==> src/rtl/sc_rx_pkg.sv <==
package sc_rx_pkg;
    localparam int DATA_W = 8;
    localparam logic [7:0] TS_DIRECT  = 8'h3B;
    localparam logic [7:0] TS_INVERSE = 8'h03;

    typedef enum logic [1:0] {
        ST_IDLE  = 2'd0,
        ST_JUDGE = 2'd1,
        ST_NACK  = 2'd2
    } rx_state_e;

    typedef struct packed {
        logic par_bad;
        logic init_bad;
    } chk_res_t;
endpackage

==> src/rtl/sc_rx_check.sv <==
module sc_rx_check #(
    parameter int DW = sc_rx_pkg::DATA_W
) (
    input  logic          t0_chk,
    input  logic          init_open,
    input  logic [DW-1:0] data,
    input  logic          par,
    output sc_rx_pkg::chk_res_t res
);
    import sc_rx_pkg::*;

    logic odd_ones;
    logic ts_match;

    always_comb begin
        odd_ones = ^{data, par};
        ts_match = (data[7:0] == TS_DIRECT) || (data[7:0] == TS_INVERSE);
        if (DW > 8) begin
            ts_match = ts_match && (data >> 8) == '0;
        end
        res.par_bad  = t0_chk && odd_ones;
        res.init_bad = t0_chk && init_open && !odd_ones && !ts_match;
    end
endmodule

==> src/rtl/sc_rx_errcnt.sv <==
module sc_rx_errcnt #(
    parameter int CNT_W = 4
) (
    input  logic             clk,
    input  logic             rst_n,
    input  logic             err_inc,
    input  logic             err_clr,
    input  logic             thr_clr,
    input  logic [CNT_W-1:0] thresh,
    output logic [CNT_W-1:0] count,
    output logic             thr_flag
);
    localparam logic [CNT_W-1:0] CNT_MAX = '1;

    logic [CNT_W-1:0] cnt_next;
    logic             thr_hit;

    always_comb begin
        cnt_next = count;
        if (err_inc && count != CNT_MAX) begin
            cnt_next = count + 1'b1;
        end else if (err_clr) begin
            cnt_next = '0;
        end
        thr_hit = err_inc && (cnt_next > thresh);
    end

    always_ff @(posedge clk or negedge rst_n) begin
        if (!rst_n) begin
            count    <= '0;
            thr_flag <= 1'b0;
        end else begin
            count <= cnt_next;
            if (thr_hit) begin
                thr_flag <= 1'b1;
            end else if (thr_clr) begin
                thr_flag <= 1'b0;
            end
        end
    end

    p_thr_sticky_r7: assert property (@(posedge clk) disable iff (!rst_n)
        (thr_flag && !thr_clr) |=> thr_flag);
    p_cnt_clear_r6: assert property (@(posedge clk) disable iff (!rst_n)
        (err_clr && !err_inc) |=> (count == '0));
endmodule

==> src/rtl/sc_rx_buf.sv <==
module sc_rx_buf #(
    parameter int DW = sc_rx_pkg::DATA_W
) (
    input  logic          clk,
    input  logic          rst_n,
    input  logic          wr,
    input  logic [DW-1:0] wdata,
    input  logic          rd,
    input  logic          ovr_set,
    input  logic          ovr_clr,
    output logic [DW-1:0] data,
    output logic          full,
    output logic          ovr
);
    always_ff @(posedge clk or negedge rst_n) begin
        if (!rst_n) begin
            data <= '0;
            full <= 1'b0;
            ovr  <= 1'b0;
        end else begin
            if (wr) begin
                data <= wdata;
                full <= 1'b1;
            end else if (rd) begin
                full <= 1'b0;
            end
            if (ovr_set) begin
                ovr <= 1'b1;
            end else if (ovr_clr) begin
                ovr <= 1'b0;
            end
        end
    end

    p_full_after_write_r1: assert property (@(posedge clk) disable iff (!rst_n)
        wr |=> (full && data == $past(wdata)));
    p_ovr_set_r8: assert property (@(posedge clk) disable iff (!rst_n)
        ovr_set |=> ovr);
endmodule

==> src/rtl/sc_rx_char_ctrl.sv <==
module sc_rx_char_ctrl #(
    parameter int DW    = sc_rx_pkg::DATA_W,
    parameter int CNT_W = 4
) (
    input  logic             clk,
    input  logic             rst_n,
    input  logic             frame_valid,
    input  logic [DW-1:0]    frame_data,
    input  logic             frame_par,
    input  logic             cfg_iso_en,
    input  logic             cfg_t0,
    input  logic             cfg_auto_nack,
    input  logic             cfg_ovr_nack,
    input  logic             cfg_rx_ie,
    input  logic             cfg_dma_sel,
    input  logic             cfg_thr_ie,
    input  logic [CNT_W-1:0] cfg_err_thresh,
    input  logic             init_arm,
    input  logic             data_rd,
    input  logic             clr_ovr,
    input  logic             clr_thr,
    output logic [DW-1:0]    rx_data,
    output logic             rx_full,
    output logic             ovr_flag,
    output logic             thr_flag,
    output logic             init_active,
    output logic [CNT_W-1:0] err_count,
    output logic             irq,
    output logic             dma_req,
    output logic             nack_req
);
    import sc_rx_pkg::*;

    rx_state_e state_q, state_d;
    logic [DW-1:0] hold_data;
    logic          hold_par;
    chk_res_t      chk;
    logic          judging, t0_chk, char_err, char_ok;
    logic          full_eff, buf_wr, ovr_hit, need_nack;

    assign judging = (state_q == ST_JUDGE);
    assign t0_chk  = cfg_iso_en && cfg_t0;

    sc_rx_check #(.DW(DW)) u_check (
        .t0_chk    (t0_chk),
        .init_open (init_active),
        .data      (hold_data),
        .par       (hold_par),
        .res       (chk)
    );

    always_comb begin
        char_err  = judging && (chk.par_bad || chk.init_bad);
        char_ok   = judging && !(chk.par_bad || chk.init_bad);
        full_eff  = rx_full && !data_rd;
        buf_wr    = char_ok && !full_eff;
        ovr_hit   = char_ok && full_eff;
        need_nack = (chk.par_bad && cfg_auto_nack) || chk.init_bad
                  || (ovr_hit && cfg_iso_en && cfg_ovr_nack);
    end

    sc_rx_buf #(.DW(DW)) u_buf (
        .clk     (clk),
        .rst_n   (rst_n),
        .wr      (buf_wr),
        .wdata   (hold_data),
        .rd      (data_rd),
        .ovr_set (ovr_hit),
        .ovr_clr (clr_ovr),
        .data    (rx_data),
        .full    (rx_full),
        .ovr     (ovr_flag)
    );

    sc_rx_errcnt #(.CNT_W(CNT_W)) u_errcnt (
        .clk      (clk),
        .rst_n    (rst_n),
        .err_inc  (char_err),
        .err_clr  (char_ok && t0_chk),
        .thr_clr  (clr_thr),
        .thresh   (cfg_err_thresh),
        .count    (err_count),
        .thr_flag (thr_flag)
    );

    // next-state decision
    always_comb begin
        state_d = state_q;
        unique case (state_q)
            ST_IDLE:  if (frame_valid) state_d = ST_JUDGE;
            ST_JUDGE: state_d = need_nack ? ST_NACK : ST_IDLE;
            ST_NACK:  state_d = ST_IDLE;
            default:  state_d = ST_IDLE;
        endcase
    end

    // state register, capture and initial-character window
    always_ff @(posedge clk or negedge rst_n) begin
        if (!rst_n) begin
            state_q     <= ST_IDLE;
            hold_data   <= '0;
            hold_par    <= 1'b0;
            init_active <= 1'b0;
        end else begin
            state_q <= state_d;
            if (state_q == ST_IDLE && frame_valid) begin
                hold_data <= frame_data;
                hold_par  <= frame_par;
            end
            if (init_arm) begin
                init_active <= 1'b1;
            end else if (char_ok && t0_chk) begin
                init_active <= 1'b0;
            end
        end
    end

    // outputs
    always_comb begin
        nack_req = (state_q == ST_NACK);
        irq      = (rx_full && cfg_rx_ie && !cfg_dma_sel) || (thr_flag && cfg_thr_ie);
        dma_req  = rx_full && cfg_dma_sel;
    end

    p_nack_single_r4: assert property (@(posedge clk) disable iff (!rst_n)
        nack_req |=> !nack_req);
    p_err_no_store_r4: assert property (@(posedge clk) disable iff (!rst_n)
        char_err |=> $stable(rx_data));
    p_no_ovr_on_err_r9: assert property (@(posedge clk) disable iff (!rst_n)
        (char_err && !ovr_flag && !clr_ovr) |=> !ovr_flag);
    p_dma_masks_rx_irq_r2: assert property (@(posedge clk) disable iff (!rst_n)
        (cfg_dma_sel && !(thr_flag && cfg_thr_ie)) |-> !irq);
endmodule

==> config.mk <==
export PLATFORM = sky130hd
export DESIGN_NAME = sc_rx_char_ctrl
export DESIGN_NICKNAME = d
export VERILOG_FILES = /design/src/rtl/sc_rx_pkg.sv /design/src/rtl/sc_rx_check.sv /design/src/rtl/sc_rx_errcnt.sv /design/src/rtl/sc_rx_buf.sv /design/src/rtl/sc_rx_char_ctrl.sv
export SDC_FILE = /design/constraint.sdc
export NUM_CORES = 1
export LEC_CHECK = 0
export CAP_MARGIN = 20
export CORE_MARGIN = 10
export CORE_UTILIZATION = 49
export DETAILED_ROUTE_END_ITERATION = 12
export PLACE_DENSITY = 0.84
export RECOVER_POWER = 100
export SLEW_MARGIN = 20
export SYNTH_ARGS = -nofsm -noshare
export SYNTH_HDL_FRONTEND = slang
export SYNTH_SLANG_ARGS = --single-unit
==> constraint.sdc <==
create_clock -name clk -period 7.6 [get_ports clk]
set_clock_uncertainty 0.1 [all_clocks]
set_input_delay 1.52 -clock clk [delete_from_list [all_inputs] [get_ports clk]]
set_output_delay 1.52 -clock clk [all_outputs]
set_load 0.01 [all_outputs]
* Yosys cells after proc, flatten, opt, wreduce, memory -nomap -nowiden
Index checks and enable logic that the tools add are counted.
Word-level totals: register bits 27, input port bits 27, output and inout port bits 19, logic and storage cells 68
Cells by class: add/subtract/negate cells 1, $lt $le $gt $ge 1, equality and inequality tests 6, multiplexer cells 13, reduce and logical (&&, ||, !) cells 38
Operators with widths (number):
- logical AND 1 bit | 21
- XOR reduction 9 bit | 1
- == test 8 x 2 -> 1 bit, second input constant | 1
- == test 8 x 6 -> 1 bit, second input constant | 1
- two-way mux 1 bit | 8
- two-way mux 4 bit | 2
- nonzero test 2 bit | 4
- logical NOT 1 bit | 6
- logical OR 1 bit | 5
- adder 4 x 1 -> 4 bit, second input constant | 1
- greater-than comparator 4 bit | 1
- two-way mux 2 bit | 2
- != test 4 bit, second input constant | 1
- one-hot mux 2 bit (2 select lines) | 1
- == test 2 x 1 -> 1 bit, second input constant | 1
- == test 2 bit, second input constant | 1
- logical NOT 2 bit | 1
- != test 2 bit, second input constant | 1

* Longest topological paths before layout
Gate-level depths: netlist of run 1.
depth after elaboration 13, gate-level depth with buffers 11

* Cells and area by module
Synthesis of run 1 repeated with hierarchy kept, for this count alone.
Second synthesis, totals: cells, all modules 120, area total of the unflattened synthesis 1423.9 sq um
Modules (own cells, without submodules):
- sc_rx_char_ctrl | instances 1, cells an instance 44, area each 540.5 sq um, sequential area each 300.3 sq um
- sc_rx_buf | instances 1, cells an instance 23, area each 405.4 sq um, sequential area each 250.2 sq um
- sc_rx_errcnt | instances 1, cells an instance 39, area each 354.1 sq um, sequential area each 125.1 sq um
- sc_rx_check | instances 1, cells an instance 14, area each 123.9 sq um, sequential area each 0.0 sq um

* Worst setup path before layout of run 1
Ideal clock, no wire load.
kind input-to-output, from input cfg_rx_ie, to output irq, data arrival time 1.835 ns, path slack 4.145 ns, cell stages on the path 2, cell sequence nand2_1 > o21ai_0
On the way: cells in the longest elaborated chain, start to end 3
Ends and longest elaborated chain:
- from (decl) | RTL line sc_rx_char_ctrl.sv:14 | input logic cfg_rx_ie,
- logical AND 1 bit (2 in series) | RTL line sc_rx_char_ctrl.sv:121 | irq = (rx_full && cfg_rx_ie && !cfg_dma_sel) || (thr_flag && cfg_thr_ie);
- logical OR 1 bit | RTL line sc_rx_char_ctrl.sv:121
- to (decl) | RTL line sc_rx_char_ctrl.sv:28 | output logic irq,
Every way passes these cells.

* Final worst setup path of run 1
Ends and elaborated chain as after synthesis.

==> metrics, run 1 <==
Max VDD drop between 0.2 and 0.25 mV; hold-critical path depth 1; vias in the first global route roughly 1200; Die Wd about 74 um; Largest stage delay, worst path 630 ps; Comb pwr share about 45%; Starting DRT DRC Count 37; DR pass1 iterations 4; Remaining Overflow, GRT 0; Reg power frac a little over two fifths; Post-Syn Area between 1000 and 1500 sq um; largest net degree at the start of global routing 28; CTS resizes 0; max cap viols 0; die area 5420 sq um; Synth async-reset ratio 100%; reg2reg end u_errcnt.thr_flag$_DFFE_PN0P_; Netlist cell types 31; initial core utilization between 50 and 60%; share of the synthesized area in the top cell type between 40% and 50%; vias post-DR about 1100; pwr dens between 200 and 300 nW/um^2; initial antenna violation count 0; number of synthesized flops with an enable pin 0; Post-CTS Setup Inserts 0; CP Max Fanout 1; fin nets 202; top cells by area, synth dfrtp_1, mux2_4, mux2_2, ha_1, xnor2_1; DRC violations left 0; achievable frequency around 0.23 GHz; fin crit period approximately 4400 ps; total number of yosys warnings 0; Top FF cell, synth dfrtp_1; Placed Area 1880 sq um; routability cong. about 0.8; flop-to-flop setup slack between 4000 and 5000 ps; post-DP HPWL ~2600 um; critical path, cell by cell clkdlybuf4s50_1 > nand2_1 > o21ai_0 > dlygate4sd3_1; Core Region ~2800 sq um; Least-Margin Pin Slew 1420 ps; Final setup viols 0; Area growth syn-to-layout 33.2%; Worst setup EP type output port; Clk pwr share around an eighth; Worst-Skew Late Latency 320 ps; row cnt 19; RSZ-0062 raised after global routing false; Final period util roughly 58%; CP Launch Type primary input; Synth Instances ~120; H-tree Lvls 1; Post-Syn Area per Cell 11.6 sq um; post-route cell area approximately 1900 sq um; routed wire length roughly 3200 um; pre-CTS WS 3250 ps; post-synth net total approximately 150; # hold bufs at CTS 0; Clk Tree Root Cell clkbuf_4; I/O Buffers 45; Int Power between 0.3 and 0.4 mW; CP delay by family, top buffers and inverters; Final WS setup 3200 ps; Slew Limit Fails 0; leakage power figure between 0.8 and 0.9 nW; Crit path arrival time ~2800 ps; Hold Violations, Final 0; I/O pin count 46; GRT Util Overall a little under an eighth; # fillers 241; CTS tree yes; per-cell routed wire length approximately 16 um; post-route ant nets 0; global-route wire length before repair 5320 um; R2R cell count 11; relative slew slack between 5 and 6%; CP required between 5000 and 6000 ps; vias per std cell between 5 and 6; class of the worst hold path flop to flop; Clk pin slew, worst setup/hold paths about 140 ps; Worst Min Path Start u_buf.data[3]$_DFFE_PN0P_; net load switching power 0.181 mW; origin of the critical flop-to-flop path hold_data[5]$_DFFE_PN0P_; CTS sink cnt 27; share of layout cells above drive strength 1 under 10%; worst path bufs/invs 2; Critical-path top delay cell dlygate4sd3_1; TritonCTS Buffers 3; Setup TNS 0 ps; Die Y 73.6 um; crit path kind primary input to output port; outcome finished clean; Worst Hold Path EP u_buf.data[3]$_DFFE_PN0P_; dominant cell type by area after synthesis dfrtp_1; maximum clock path buffer count 2; diode count 0; switching power share of the total a little over a third; Yosys reg bits 27; Seq/Total Area, Yosys between 40% and 50%
## layout make-up
| type | instances | area [sq um] | area share, % |
|---|---|---|---|
| clock buffers | 4 | 26.3 | 1.40 |
| inverters | 6 | 22.5 | 1.20 |
| multi-input cells | 86 | 664 | 35.4 |
| flip-flops and latches | 27 | 676 | 36.0 |
| well taps | 31 | 38.8 | 2.07 |
| repair buffers | 46 | 448 | 23.9 |
## per-stage QoR
stage,power (mW),hold WS [ps],util (%),cells
after floorplan,0.377,402,-,121
after global placement,0.483,396,68.5,196
after detailed placement,0.491,395,68.3,196
after CTS,0.552,431,69.3,200
after global routing,0.547,424,68.0,200
final,0.513,403,68.0,200
## worst max path at each step
| stage | from | end | slack [ps] | cells past startpoint |
|---|---|---|---|---|
| after CTS | cfg_rx_ie | irq | 3230 | 4 |
| final | cfg_rx_ie | irq | 3200 | 4 |
| after detailed placement | cfg_rx_ie | irq | 3250 | 4 |
| after global routing | cfg_rx_ie | irq | 3100 | 4 |
| after global placement | cfg_rx_ie | irq | 3260 | 4 |
| after floorplan | cfg_rx_ie | irq | 4140 | 2 |
## cell usage after synthesis, drive strengths merged (3+ instances only)
master,number
ha,5
a21oi,6
mux2,17
dfrtp,27
xnor2,4
nand2b,3
nor2b,4
o22ai,3
nand2,8
xor2,3
nand3,5
nor2,5
o21ai,3
inv,6
## cells by family (layout without fill, tap and decap cells)
group                      after synthesis  count (layout)  share of synthesized area [%]
and+or+nand+nor                         35              35                           12.9
DFF                                     27              27                           48.0
AOI/OAI and AO/OA                       21              21                           10.3
muxes                                   17              17                           15.7
xor gates and xnor gates                 8               8                           5.96
buffers and inverters                    8              56                           2.67
adders and majority gates                5               5                           4.44
## state kept, by name, summed over array words and instances, names as in the netlist
signal,count
init_active,1
hold_data,8
u_buf.ovr,1
state_q,2
u_buf.full,1
hold_par,1
u_errcnt.count,4
u_buf.data,8
u_errcnt.thr_flag,1
## placed cells by master, fill, tap and decap left out, types with 3 or more instances in the layout
master           netlist  routed
o21ai_0                3       3
nand2b_1               3       3
xor2_1                 3       3
nand2_1                8       8
mux2_2                 9       9
mux2_1                 0       8
o22ai_1                3       3
clkbuf_1               0       3
ha_1                   5       5
dfrtp_1               27      27
nand3_1                5       5
clkbuf_4               0       3
clkdlybuf4s50_1        0      23
xnor2_1                4       4
inv_1                  6       6
dlygate4sd3_1          0      21
nor2b_1                4       4
nor2_1                 5       5
a21oi_1                6       6
## per-layer routing
metal  wire length [um]  global-route usage (%)
met3                308                    5.25
met4                  0                    2.28
met1               1270                    13.0
met2               1640                    20.9
met5                  0                       0
## worst register-to-register path: cells and delay by family, from the launching register on
family | cells | cell delay [ps]
xor+xnor | 3 | 870
flops | 1 | 460
simple gates | 3 | 660
fa+ha+maj | 1 | 320
compound gates | 4 | 610
## power by group through the flow
stage                     combinational, mW  sequential (mW)  clock (mW)
final                                 0.232            0.220      0.0611
after global routing                  0.253            0.227      0.0663
after CTS                             0.266            0.224      0.0622
after detailed placement              0.264            0.227           0
after global placement                0.259            0.224           0
after floorplan                       0.143            0.234           0
No activity file was read; power rests on OpenSTA's default activity.
==> run 2, diff against run 1 <==
- CORE_UTILIZATION: 49 -> 45
- PLACE_DENSITY: 0.84 -> 0.79
- clock period: 7.6 -> 4.15 ns (I/O delays scaled with it)
==> metrics, run 2 (synthesis gave the netlist of run 1 again) <==
outcome finished clean; R2R cell count 11; hold-critical path depth 1; Starting DRT DRC Count 93; CTS tree yes; Crit path arrival time ~3200 ps; Final period util 74.8%; H-tree Lvls 1; Core Region 3030 sq um; I/O Buffers 45; diode count 0; class of the worst hold path flop to flop; placed insts 210; reg2reg end u_errcnt.thr_flag$_DFFE_PN0P_; final core occ ~63%; leading registers by flop count hold_data: 8 flops, u_buf.data: 8 flops, u_errcnt.count: 4 flops; Storage cell area 676 sq um; Final setup viols 0; Final WS setup about 1000 ps; leakage power figure 0.815 nW; flop-to-flop setup slack approximately 1100 ps; Worst Min Path Start u_buf.data[6]$_DFFE_PN0P_; area of the multi-input gates 664 sq um; largest net degree at the start of global routing 28; TritonCTS Buffers 3; Max VDD drop ~0.26 mV; Worst Hold Path EP u_buf.data[6]$_DFFE_PN0P_; post-route ant nets 0; pwr dens 498 nW/um^2; vias in the first global route 1188; Slew Limit Fails 0; post-DP HPWL between 2000 and 3000 um; pre-CTS WS between 800 and 900 ps; fin crit period ~3100 ps; relative slew slack under 10%; per-cell routed wire length around 15 um; Clk pin slew, worst setup/hold paths 130 ps; max cap viols 0; minimum hold slack ~400 ps; global-route wire length before repair 5610 um; # hold bufs at CTS 0; fin nets roughly 200; crit path kind primary input to flop; I/O pin count 46; row cnt 20; CTS sink cnt 27; die area just under 6000 sq um; DR pass1 iterations 4; initial antenna violation count 0; CTS resizes 0; Clk Tree Root Cell clkbuf_4; CP Max Fanout 5; Least-Margin Pin Slew around 1400 ps; initial core utilization a little under half; origin of the critical flop-to-flop path hold_data[5]$_DFFE_PN0P_; CP required ~4300 ps; most frequent cells in the layout dfrtp_1, clkdlybuf4s50_1, dlygate4sd3_1; Remaining Overflow, GRT 0; most common cell after layout, fill and taps aside dfrtp_1; routability cong. 0.831; routed wire length around 3300 um; RSZ-0062 raised after global routing false; Setup TNS 0 ps; Die Wd ~76 um; # fillers approximately 270; Hold Violations, Final 0; GRT Util Overall ~11%; Die Y around 76 um; Non-Filler Instances about 210; Worst setup EP type flop; achievable frequency 0.322 GHz; Area growth syn-to-layout 35.1%; share of layout cells above drive strength 1 ~7.6%; vias per std cell approximately 5.1; vias post-DR between 1000 and 1500; Worst-Skew Late Latency 310 ps; maximum clock path buffer count 2; DRC violations left 0; CP Launch Type primary input; Post-CTS Setup Inserts 0
run 2: area by class of cell:
| class | instances | area share, % |
|---|---|---|
| inverter | 6 | 1.18 |
| tap | 44 | 2.89 |
| sequential | 27 | 35.5 |
| multi-input combinational | 86 | 34.9 |
| clock buffer | 4 | 1.38 |
| timing repair buffer | 47 | 24.1 |
run 2: worst max path at each step:
stage | start | end | cells after the start | slack (ps)
2_1_floorplan | hold_data[5]$_DFFE_PN0P_ | u_errcnt.thr_flag$_DFFE_PN0P_ | 11 | 1470
6_report | cfg_iso_en | u_errcnt.thr_flag$_DFFE_PN0P_ | 12 | 1050
4_1_cts | hold_data[2]$_DFFE_PN0P_ | u_errcnt.thr_flag$_DFFE_PN0P_ | 11 | 1130
3_5_place_dp | cfg_iso_en | u_errcnt.thr_flag$_DFFE_PN0P_ | 12 | 820
3_3_place_gp | cfg_iso_en | u_errcnt.thr_flag$_DFFE_PN0P_ | 12 | 990
5_1_grt | hold_data[5]$_DFFE_PN0P_ | u_errcnt.thr_flag$_DFFE_PN0P_ | 11 | 890
run 2: layer usage:
layer	share of wire, %	global-route usage [%]	vias to the layer above
met4	0	1.14	0
met2	49	19.0	38
met5	0	0	-
li1	-	-	534
met1	44	13.4	524
met3	7.3	3.89	0
run 2: worst max-delay path: stages:
cell and delay, ps:
dlygate4sd3_1 560, nand2_1 110, nor2_1 290, nand2_1 160
or2_2 320, o22a_1 200, ha_1 180, nor2b_1 130
o21ai_0 100, nand2b_1 80, a21oi_1 60, o32ai_1 210
run 2: stage by stage:
| step | instance area (sq um) | total power [mW] |
|---|---|---|
| 6_report | 1900 | 0.947 |
| 5_1_grt | 1900 | 1.02 |
| 4_1_cts | 1940 | 1.02 |
| 3_5_place_dp | 1910 | 0.908 |
| 3_3_place_gp | 1910 | 0.891 |
| 2_1_floorplan | 1410 | 0.691 |
run 2: where the power goes:
part / internal [mW] / switching [mW]
clock: 0.0375 / 0.0724
combinational: 0.233 / 0.201
sequential: 0.340 / 0.0637
total: 0.610 / 0.337
==> run 3, diff against run 2 <==
- clock period: 4.15 -> 3.01 ns (I/O delays scaled with it)
==> metrics, run 3 (synthesis gave the netlist of run 1 again) <==
leading registers by flop count hold_data: 8 flops, u_buf.data: 8 flops, u_errcnt.count: 4 flops; DR pass1 iterations 4; die area a little under 6000 sq um; share of layout cells above drive strength 1 around an eighth; CP Max Fanout 5; # fillers approximately 270; CTS sink cnt 27; H-tree Lvls 1; Final setup viols 0; per-cell routed wire length roughly 15 um; maximum clock path buffer count 2; Die Y 75.9 um; vias per std cell between 5 and 6; pwr dens a little over 700 nW/um^2; Hold Violations, Final 0; fin crit period between 2000 and 3000 ps; global-route wire length before repair 5900 um; Setup TNS 0 ps; relative slew slack under 10%; CP required 3120 ps; CP Launch Type flop; max cap viols 0; diode count 0; row cnt 20; crit path kind flop to flop; most common cell after layout, fill and taps aside dfrtp_1; routed wire length about 3400 um; largest net degree at the start of global routing 28; I/O Buffers between 40 and 50; pre-CTS WS about 70 ps; post-route ant nets 0; Storage cell area about 680 sq um; Slew Limit Fails 0; class of the worst hold path flop to flop; Crit path arrival time 2830 ps; achievable frequency 0.367 GHz; outcome finished clean; vias in the first global route between 1000 and 1500; initial antenna violation count 0; Area growth syn-to-layout 38.9%; Die Wd roughly 76 um; Final Power around 1.4 mW; CTS tree yes; area of the multi-input gates around 700 sq um; minimum hold slack 407 ps; GRT Util Overall around an eighth; final core occ between 60 and 70%; most frequent cells in the layout dfrtp_1, clkdlybuf4s50_1, dlygate4sd3_1; Starting DRT DRC Count 52; RSZ-0062 raised after global routing false; Clk Tree Root Cell clkbuf_4; Final period util approximately nine tenths; I/O pin count between 40 and 50; TritonCTS Buffers 3; vias post-DR between 1000 and 1500; Clk pin slew, worst setup/hold paths roughly 140 ps; Max VDD drop ~0.31 mV; Core Region 3030 sq um; Worst-Skew Late Latency between 300 and 400 ps; fin nets 206; initial core utilization a little under half; post-DP HPWL about 2800 um; R2R cell count 11; Remaining Overflow, GRT 0; routability cong. between 0.7 and 0.8; Final WS setup between 200 and 300 ps; DRC violations left 0; Worst setup EP type flop; Least-Margin Pin Slew between 1000 and 1500 ps; leakage power figure approximately 0.84 nW; # hold bufs at CTS 0; hold-critical path depth 1
run 3: cell count changes in the layout (fill, tap and decap cells not counted), sizes merged:
cell / before / now
clkbuf: 6 / 7
dlygate4sd3: 22 / 21
buf: 0 / 2
clkdlybuf4s50: 23 / 24
run 3: metrics by stage:
step                      area [sq um]  cells
after floorplan                   1410    121
after global placement            1940    213
after detailed placement          1940    213
after CTS                         1960    217
after global routing              1960    217
final                             1960    217
run 3: what timing repair did:
action                                  4_1_cts  5_1_grt
buffers inserted                              0        0
endpoints found under the setup margin        0        1
gates resized for setup                       0        5
run 3: worst paths after layout:
check,from,to,slack (ps)
worst max-delay path,hold_data[3]$_DFFE_PN0P_,u_errcnt.thr_flag$_DFFE_PN0P_,290
max in group asynchronous,rst_n,u_errcnt.count[1]$_DFF_PN0_,940
worst min-delay path,u_buf.data[2]$_DFFE_PN0P_,u_buf.data[2]$_DFFE_PN0P_,410
min in group asynchronous,rst_n,u_buf.data[4]$_DFFE_PN0P_,1040
worst min register to register,u_buf.data[2]$_DFFE_PN0P_,u_buf.data[2]$_DFFE_PN0P_,410
worst max register to register,hold_data[3]$_DFFE_PN0P_,u_errcnt.thr_flag$_DFFE_PN0P_,290
run 3: area by class of cell:
type                            count  area share, %
Clock buffer                        4           1.34
Inverter                            6           1.15
Multi-Input combinational cell     86           35.8
Sequential cell                    27           34.5
Tap cell                           44           2.82
Timing Repair Buffer               50           24.4
run 3: routing by layer:
metal | up-vias | wire length, um | global-route usage (%)
li1 | 538 | - | -
met1 | 530 | 1390 | 13.1
met2 | 30 | 1710 | 21.1
met3 | 2 | 242 | 4.60
met4 | 0 | 10 | 3.03
met5 | - | 0 | 0
run 3: critical path: stages, from the launching register on:
cell,delay (ps)
dfrtp_1,460
xor2_1,190
xnor2_1,450
xor2_4,270
nor3_2,70
o22ai_1,220
ha_1,270
nor2b_1,130
o21ai_0,150
nand2b_1,80
a21oi_1,140
o32ai_1,80
run 3: where the power goes:
part           switching (mW)  total, mW  leakage [nW]  internal [mW]
logic                   0.309      0.667         0.499          0.358
registers              0.0908      0.559         0.326          0.468
clock network          0.0992      0.151        0.0150         0.0517
total                   0.499       1.38         0.840          0.878
